## config.mk

```make
export PLATFORM = sky130hd
export DESIGN_NAME = lmsp_pe
export DESIGN_NICKNAME = d
export VERILOG_FILES = /design/src/rtl/lmsp_pkg.sv /design/src/rtl/lmsp_minfind.sv /design/src/rtl/lmsp_v2c_buf.sv /design/src/rtl/lmsp_pe.sv
export SDC_FILE = /design/constraint.sdc
export NUM_CORES = 1
export LEC_CHECK = 0
export ABC_AREA = 1
export BUFFER_PORTS_ARGS = -buffer_cell sky130_fd_sc_hd__clkbuf_2
export CORE_MARGIN = 3
export CORE_UTILIZATION = 55
export CTS_CLUSTER_SIZE = 10
export DETAILED_ROUTE_END_ITERATION = 8
export GPL_ROUTABILITY_DRIVEN = 0
export PLACE_DENSITY = 0.79
export SETUP_SLACK_MARGIN = 0.2
export SYNTH_ARGS = -nofsm -noshare
export SYNTH_HDL_FRONTEND = slang
export SYNTH_SLANG_ARGS = --single-unit
```

## constraint.sdc

```tcl
create_clock -name clk -period 6.25 [get_ports clk]
set_input_delay 0.3125 -clock clk [delete_from_list [all_inputs] [get_ports clk]]
set_output_delay 0.3125 -clock clk [all_outputs]
set_load 0.02 [all_outputs]
```

## src/rtl/lmsp_pkg.sv

```systemverilog
package lmsp_pkg;
    typedef enum logic [1:0] {
        ST_IDLE   = 2'd0,
        ST_GATHER = 2'd1,
        ST_EMIT   = 2'd2
    } lmsp_state_e;
endpackage

```

## src/rtl/lmsp_minfind.sv

```systemverilog
module lmsp_minfind #(
    parameter int MAG_W = 5,
    parameter int IDX_W = 5
) (
    input  logic             clk,
    input  logic             rst_n,
    input  logic             clr,
    input  logic             en,
    input  logic [MAG_W-1:0] mag,
    input  logic [IDX_W-1:0] pos,
    input  logic             neg,
    output logic [MAG_W-1:0] m1,
    output logic [MAG_W-1:0] m2,
    output logic [IDX_W-1:0] idx,
    output logic             parity
);
    localparam logic [MAG_W-1:0] TOP = '1;

    logic [MAG_W-1:0] m1_q, m2_q;
    logic [IDX_W-1:0] idx_q;
    logic             par_q;

    always_ff @(posedge clk or negedge rst_n) begin
        if (!rst_n) begin
            m1_q  <= TOP;
            m2_q  <= TOP;
            idx_q <= '0;
            par_q <= 1'b0;
        end else if (clr) begin
            m1_q  <= TOP;
            m2_q  <= TOP;
            idx_q <= '0;
            par_q <= 1'b0;
        end else if (en) begin
            par_q <= par_q ^ neg;
            if (mag < m1_q) begin
                m2_q  <= m1_q;
                m1_q  <= mag;
                idx_q <= pos;
            end else if (mag < m2_q) begin
                m2_q <= mag;
            end
        end
    end

    assign m1     = m1_q;
    assign m2     = m2_q;
    assign idx    = idx_q;
    assign parity = par_q;

    // the running first minimum never exceeds the second
    a_r4_min_order: assert property (@(posedge clk) disable iff (!rst_n)
        m1_q <= m2_q);

    // a cycle with no edge leaves the search state alone
    a_r8_idle_hold: assert property (@(posedge clk) disable iff (!rst_n)
        (!en && !clr) |=> ($stable(m1_q) && $stable(m2_q) && $stable(idx_q) && $stable(par_q)));
endmodule

```

## src/rtl/lmsp_v2c_buf.sv

```systemverilog
module lmsp_v2c_buf #(
    parameter int DEPTH = 22,
    parameter int W     = 8,
    parameter int IDX_W = 5
) (
    input  logic             clk,
    input  logic             we,
    input  logic [IDX_W-1:0] waddr,
    input  logic [W-1:0]     wdata,
    input  logic [IDX_W-1:0] raddr,
    output logic [W-1:0]     rdata
);
    logic [W-1:0] ent_arr [DEPTH];

    for (genvar g = 0; g < DEPTH; g++) begin : g_ent
        logic [W-1:0] ent_q;
        always_ff @(posedge clk) begin
            if (we && (waddr == IDX_W'(g))) ent_q <= wdata;
        end
        assign ent_arr[g] = ent_q;
    end

    assign rdata = ent_arr[raddr];
endmodule

```

## src/rtl/lmsp_pe.sv

```systemverilog
module lmsp_pe #(
    parameter int APP_W   = 8,
    parameter int C2V_W   = 6,
    parameter int MAX_DEG = 22
) (
    input  logic                                                   clk,
    input  logic                                                   rst_n,
    input  logic                                                   layer_start,
    input  logic [$clog2(MAX_DEG+1)-1:0]                           row_weight,
    input  logic [2*(C2V_W-1)+$clog2(MAX_DEG)-1:0]                 rec_in,
    input  logic [MAX_DEG-1:0]                                     sgn_in,
    input  logic                                                   in_valid,
    input  logic [$clog2(MAX_DEG)-1:0]                             in_pos,
    input  logic [APP_W-1:0]                                       in_app,
    output logic                                                   out_valid,
    output logic [$clog2(MAX_DEG)-1:0]                             out_pos,
    output logic [APP_W-1:0]                                       out_app,
    output logic                                                   rec_valid,
    output logic [2*(C2V_W-1)+$clog2(MAX_DEG)-1:0]                 rec_out,
    output logic [MAX_DEG-1:0]                                     sgn_out
);
    import lmsp_pkg::*;

    localparam int MAG_W = C2V_W - 1;
    localparam int IDX_W = $clog2(MAX_DEG);
    localparam int CNT_W = $clog2(MAX_DEG + 1);
    localparam int REC_W = 2 * MAG_W + IDX_W;
    localparam int SUM_W = APP_W + 2;
    localparam logic signed [SUM_W-1:0] HI_LIM  = SUM_W'((2 ** (APP_W - 1)) - 1);
    localparam logic signed [SUM_W-1:0] LO_LIM  = SUM_W'(-(2 ** (APP_W - 1)));
    localparam logic [APP_W:0]          MAG_CAP = (APP_W+1)'((2 ** MAG_W) - 1);

    function automatic logic [APP_W-1:0] sat_app(input logic [SUM_W-1:0] x);
        if ($signed(x) > HI_LIM)      return HI_LIM[APP_W-1:0];
        else if ($signed(x) < LO_LIM) return LO_LIM[APP_W-1:0];
        else                          return x[APP_W-1:0];
    endfunction

    function automatic logic [MAG_W-1:0] scale_mag(input logic [MAG_W-1:0] m);
        return m - (m >> 2);
    endfunction

    function automatic logic [SUM_W-1:0] signed_msg(input logic neg, input logic [MAG_W-1:0] m);
        logic [SUM_W-1:0] e;
        e = {{(SUM_W-MAG_W){1'b0}}, m};
        return neg ? (~e + 1'b1) : e;
    endfunction

    lmsp_state_e state_q, state_nxt;

    logic [CNT_W-1:0]   rw_q, cnt_q;
    logic [IDX_W-1:0]   ecnt_q;
    logic [REC_W-1:0]   rec_q;
    logic [MAX_DEG-1:0] sgnin_q;

    logic accept, edge_en, gather_done, emit_last;
    assign accept      = (state_q == ST_IDLE) && layer_start && (row_weight != '0);
    assign edge_en     = (state_q == ST_GATHER) && in_valid;
    assign gather_done = edge_en && ((cnt_q + CNT_W'(1)) == rw_q);
    assign emit_last   = (state_q == ST_EMIT) && (CNT_W'(ecnt_q) == (rw_q - CNT_W'(1)));

    // gather side: rebuild old message, form variable-to-check value
    logic [MAG_W-1:0] old_m1, old_m2, old_mag;
    logic [IDX_W-1:0] old_idx;
    logic [SUM_W-1:0] app_ext, diff;
    logic [APP_W-1:0] v2c;
    logic [APP_W:0]   v2c_abs;
    logic [MAG_W-1:0] v2c_mag;

    always_comb begin
        old_m1  = rec_q[MAG_W-1:0];
        old_m2  = rec_q[2*MAG_W-1:MAG_W];
        old_idx = rec_q[REC_W-1:2*MAG_W];
        old_mag = (in_pos == old_idx) ? old_m2 : old_m1;
        app_ext = {{2{in_app[APP_W-1]}}, in_app};
        diff    = app_ext - signed_msg(sgnin_q[in_pos], old_mag);
        v2c     = sat_app(diff);
        v2c_abs = v2c[APP_W-1] ? (~{1'b1, v2c} + 1'b1) : {1'b0, v2c};
        v2c_mag = (v2c_abs > MAG_CAP) ? MAG_CAP[MAG_W-1:0] : v2c_abs[MAG_W-1:0];
    end

    logic [MAG_W-1:0] mf_m1, mf_m2;
    logic [IDX_W-1:0] mf_idx;
    logic             mf_par;

    lmsp_minfind #(.MAG_W(MAG_W), .IDX_W(IDX_W)) u_minfind (
        .clk    (clk),
        .rst_n  (rst_n),
        .clr    (accept),
        .en     (edge_en),
        .mag    (v2c_mag),
        .pos    (in_pos),
        .neg    (v2c[APP_W-1]),
        .m1     (mf_m1),
        .m2     (mf_m2),
        .idx    (mf_idx),
        .parity (mf_par)
    );

    logic [APP_W-1:0] buf_rd;

    lmsp_v2c_buf #(.DEPTH(MAX_DEG), .W(APP_W), .IDX_W(IDX_W)) u_buf (
        .clk   (clk),
        .we    (edge_en),
        .waddr (in_pos),
        .wdata (v2c),
        .raddr (ecnt_q),
        .rdata (buf_rd)
    );

    // emit side: new message and updated APP value
    logic [MAG_W-1:0] new_mag;
    logic             new_neg;
    logic [APP_W-1:0] new_app;

    always_comb begin
        new_mag = (ecnt_q == mf_idx) ? scale_mag(mf_m2) : scale_mag(mf_m1);
        new_neg = mf_par ^ buf_rd[APP_W-1];
        new_app = sat_app({{2{buf_rd[APP_W-1]}}, buf_rd} + signed_msg(new_neg, new_mag));
    end

    // next state
    always_comb begin
        state_nxt = state_q;
        unique case (state_q)
            ST_IDLE:   if (accept)      state_nxt = ST_GATHER;
            ST_GATHER: if (gather_done) state_nxt = ST_EMIT;
            ST_EMIT:   if (emit_last)   state_nxt = ST_IDLE;
            default:                    state_nxt = ST_IDLE;
        endcase
    end

    // state register and layer context
    always_ff @(posedge clk or negedge rst_n) begin
        if (!rst_n) begin
            state_q <= ST_IDLE;
            rw_q    <= '0;
            rec_q   <= '0;
            sgnin_q <= '0;
            cnt_q   <= '0;
            ecnt_q  <= '0;
        end else begin
            state_q <= state_nxt;
            if (accept) begin
                rw_q    <= row_weight;
                rec_q   <= rec_in;
                sgnin_q <= sgn_in;
                cnt_q   <= '0;
                ecnt_q  <= '0;
            end
            if (edge_en)                 cnt_q  <= cnt_q + CNT_W'(1);
            if (state_q == ST_EMIT)      ecnt_q <= emit_last ? '0 : ecnt_q + IDX_W'(1);
        end
    end

    // outputs
    always_ff @(posedge clk or negedge rst_n) begin
        if (!rst_n) begin
            out_valid <= 1'b0;
            out_pos   <= '0;
            out_app   <= '0;
            rec_valid <= 1'b0;
            rec_out   <= '0;
            sgn_out   <= '0;
        end else begin
            out_valid <= (state_q == ST_EMIT);
            rec_valid <= emit_last;
            if (accept) sgn_out <= '0;
            if (state_q == ST_EMIT) begin
                out_pos         <= ecnt_q;
                out_app         <= new_app;
                sgn_out[ecnt_q] <= new_neg;
            end
            if (emit_last) rec_out <= {mf_idx, scale_mag(mf_m2), scale_mag(mf_m1)};
        end
    end

    // positions within one emit pass rise by one per cycle
    a_r6_pos_step: assert property (@(posedge clk) disable iff (!rst_n)
        (out_valid && $past(out_valid)) |-> (out_pos == $past(out_pos) + IDX_W'(1)));

    // every emit pass opens at position zero
    a_r6_first_pos: assert property (@(posedge clk) disable iff (!rst_n)
        $rose(out_valid) |-> (out_pos == '0));

    // the record appears only beside the last updated APP value
    a_r7_rec_with_last: assert property (@(posedge clk) disable iff (!rst_n)
        rec_valid |-> (out_valid && (CNT_W'(out_pos) == rw_q - CNT_W'(1))));

    // no output strobe follows straight out of an idle cycle without an emit pass
    a_r1_quiet_idle: assert property (@(posedge clk) disable iff (!rst_n)
        (state_q == ST_IDLE) |=> !rec_valid);
endmodule

```

==> impl_metrics.env <==
export IMPL_antenna_found_initial=0
export IMPL_ys_warn_count=0
export IMPL_path_common_cell="nand2_1"
export IMPL_area_delta_synth_final_pct=17.0
export IMPL_diodes=0
export IMPL_leakage_nw=7.44
export IMPL_maxCapViolations=0
export IMPL_overflow=0
export IMPL_avgSynthCellArea_sq_um=9.89
export IMPL_ir_drop_mv=0.512
export IMPL_r2r_start="rec_q[14]$_DFFE_PN0P_"
export IMPL_start_util_pct=57.0
export IMPL_r2r_cells=35
export IMPL_ys_types=61
export IMPL_cts_buffers=36
export IMPL_nets=1743
export IMPL_crit_start="rec_q[14]$_DFFE_PN0P_"
export IMPL_fin_cells=1990
export IMPL_cp_slowest_stage_delay_ns=0.44
export IMPL_core_sq_mm=0.0256
export IMPL_yosys_area_top_type_share_pct=36.2
export IMPL_crit_path_end_kind="flip-flop"
export IMPL_drc=0
export IMPL_clk_pin_slew_ns=0.05
export IMPL_reg2reg_to="u_minfind.idx[1]$_DFFE_PN0P_"
export IMPL_drtPass1Iterations=5
export IMPL_cts_tree="done"
export IMPL_first_global_vias=11600
export IMPL_ant_nets=0
export IMPL_worst_pin_slew_ns=1.10
export IMPL_syn_area_sq_mm=0.0146
export IMPL_die_y_microns=169
export IMPL_cp_max_fo=7
export IMPL_clk_latency_ns=0.53
export IMPL_synth_seq_cells=298
export IMPL_crit_path_end="u_minfind.idx[1]$_DFFE_PN0P_"
export IMPL_yosysTopAreaCell="edfxtp_1"
export IMPL_fill_cells=1872
export IMPL_post_place_cells=1884
export IMPL_worstPathRequired_ns=6.70
export IMPL_synth_main_ff_cell="edfxtp_1"
export IMPL_power_per_cell_area_mw_per_mm2=634
export IMPL_critPathLaunchType="flip-flop"
export IMPL_die_area_sq_mm=0.0285
export IMPL_synth_edff_count=176
export IMPL_die_w_microns=169
export IMPL_fin_worst_skew_ns=0.0154
export IMPL_fmax_ghz=0.176
export IMPL_hold_ws_ns=0.00415
export IMPL_grt_setup_unrepaired="false"
export IMPL_root_buffer="clkbuf_16"
export IMPL_cts_htree_levels=2
export IMPL_grt_max_degree=94
export IMPL_period_share_pct=91.0
export IMPL_finalHoldViolations=0
export IMPL_ctsLongestPathBuffers=3
export IMPL_max_slew_margin_rel_pct=26.2
export IMPL_avgViaCountPerCell=5.88
export IMPL_rows=58
export IMPL_clock_sinks=298
export IMPL_dpl_hpwl_microns=25100
export IMPL_slew_violations=0
export IMPL_grt_first_pass_wirelength_microns=60200
export IMPL_hp_class="in -> reg"
export IMPL_num_vias=11700
export IMPL_wl_per_cell_microns=19.2
export IMPL_drt_iter0_markers=1173
export IMPL_crit_slowest_cell="dfrtp_1"
export IMPL_power_total_mw=10.8
export IMPL_arrival_ns=6.13
export IMPL_drive_gt1_share_pct=17.6
export IMPL_post_synth_inst_count=1476
export IMPL_status="completed"
export IMPL_ys_seq_area_share_pct=57.2
export IMPL_ys_async_sr_fraction_pct=40.9
export IMPL_finalCriticalPeriod_ns=5.69
export IMPL_synth_nets=1581
export IMPL_port_buffers=110
export IMPL_crit_type="reg -> reg"
export IMPL_grtUsageTotal_pct=26.5
export IMPL_synth_area_leaders="edfxtp_1 36%, dfrtp_1 19%, nand2_1 8.5%"
export IMPL_r2r_slack_ns=0.56
export IMPL_setup_violations=0
export IMPL_io_pin_count=111
export IMPL_drt_total_wl_microns=38100
-- per-stage QoR --
step | area, sq um | worst slack [ns] | setup TNS [ns] | util (%)
after CTS | 16900 | 0.224 | 0 | 65.8
after global routing | 17100 | 0.119 | 0 | 66.7
after detailed placement | 15500 | -0.0840 | -0.727 | 60.6
final | 17100 | 0.564 | 0 | 66.7
after floorplan | 14600 | 0.220 | 0 | -
after global placement | 15500 | 0.234 | 0 | 60.6
-- cells by family after synthesis --
logic type,synth area share (%)
AO/OA/AOI/OAI,12.2
buffers and inverters,4.73
flip-flops,57.2
multiplexers,0.446
adder cells (fa/ha/maj),4.15
XOR/XNOR,2.53
AND/OR/NAND/NOR,18.7
-- repair_timing --
| item | CTS | global route |
|---|---|---|
| resized for setup | 0 | 13 |
| hold buffers | 28 | 0 |
| endpoints found under the setup margin | 0 | 15 |
| endpoints found under the hold margin | 74 | 0 |
| setup buffers | 0 | 17 |
-- per-layer routing --
metal  GRT usage [%]  vias to the layer above  share of wire [%]
met5               0                        -                  0
met3            4.62                       96                8.4
met1            35.6                     5599                 40
met2            43.4                      575                 48
met4            9.85                        0                2.9
li1                -                     5429                  -
-- cell usage after synthesis, drive strengths merged (3+ instances only) --
cell type and n:
a21oi 53, buf 10, a31oi 3, mux2 4
ha 42, xor2 23, a221oi 7, o32ai 15
clkinv 3, nand4 16, edfxtp 176, fa 4
inv 116, nor3 15, or2 7, o21ai 144
nand2 349, o311ai 4, a22o 8, a32o 3
o21bai 3, a22oi 4, o211ai 3, o22ai 40
xnor2 17, nor2 153, clkbuf 47, dfrtp 112
nand3 69, dfstp 10
-- placed cells by master (no fill, tap or decap), types with 4 or more instances in the layout --
cell type      netlist  routed
o311ai_0             4       4
nand3_2              6       8
clkbuf_1            47      18
inv_2                8      11
nand4_1             14      14
a221oi_1             7       6
xor2_1              23      23
or2_2                7       7
o22ai_2              4       4
nor2_2               6       7
inv_1              107     104
nor2_1             139     138
ha_1                42      40
buf_4                0      41
nand2_2             14      16
a22o_1               8       8
o21ai_0            142     141
fa_1                 4       4
dfrtp_1            112     111
nor3_1              14      13
nand2_1            331     329
xnor2_1             16      16
o32ai_1             15      15
nor2_4               6       6
dfstp_2             10      10
clkinv_1             3       4
mux2_2               4       4
edfxtp_1           176     176
a22oi_1              4       4
clkbuf_2             0     109
a21oi_1             52      49
nand3_1             60      59
o22ai_1             36      36
clkbuf_16            0      36
dlygate4sd3_1        0      28
-- worst min path at each step --
stage          cells after the start      start  slack [ns]                      end
2_1_floorplan                      0      rst_n        0.02     cnt_q[0]$_DFFE_PN0P_
3_3_place_gp                       1      rst_n        0.41  sgnin_q[13]$_DFFE_PN0P_
3_5_place_dp                       1      rst_n        0.42  sgnin_q[12]$_DFFE_PN0P_
4_1_cts                            3  rec_in[6]     0.00002     rec_q[6]$_DFFE_PN0P_
5_1_grt                            3  rec_in[7]        0.02     rec_q[7]$_DFFE_PN0P_
6_report                           3  rec_in[7]       0.004     rec_q[7]$_DFFE_PN0P_
-- where the power goes --
| part | internal (mW) | switching [mW] |
|---|---|---|
| clock | 1.11 | 0.783 |
| combinational | 1.99 | 3.73 |
| sequential | 2.98 | 0.231 |
-- worst max-delay path, delay by kind of cell, from the launching register on --
family                   cells  cell delay (ns)
XOR/XNOR                     2             0.41
buffers and inverters        3             0.46
AO/OA/AOI/OAI                7             1.23
AND/OR/NAND/NOR             19             2.04
flip-flops                   1             0.44
adder cells (fa/ha/maj)      4             0.99
-- registers in the layout (all words and copies together), names as in the netlist, 8 cells and up --
name               cells
sgnin_q               22
out_app                8
sgn_out               22
rec_q                 15
rec_out               15
u_buf.g_ent.ent_q    176
-- layout make-up --
| type | count | area, sq um | share of cell area, % |
|---|---|---|---|
| sequential | 298 | 8350 | 48.9 |
| multi-input combinational | 1003 | 5630 | 33.0 |
| timing repair buffer | 180 | 1170 | 6.87 |
| clock buffer | 54 | 968 | 5.67 |
| inverter | 119 | 449 | 2.63 |
| tap | 330 | 413 | 2.42 |
| clock inverter | 6 | 83.8 | 0.491 |
Power figures use the tool's default switching activity.
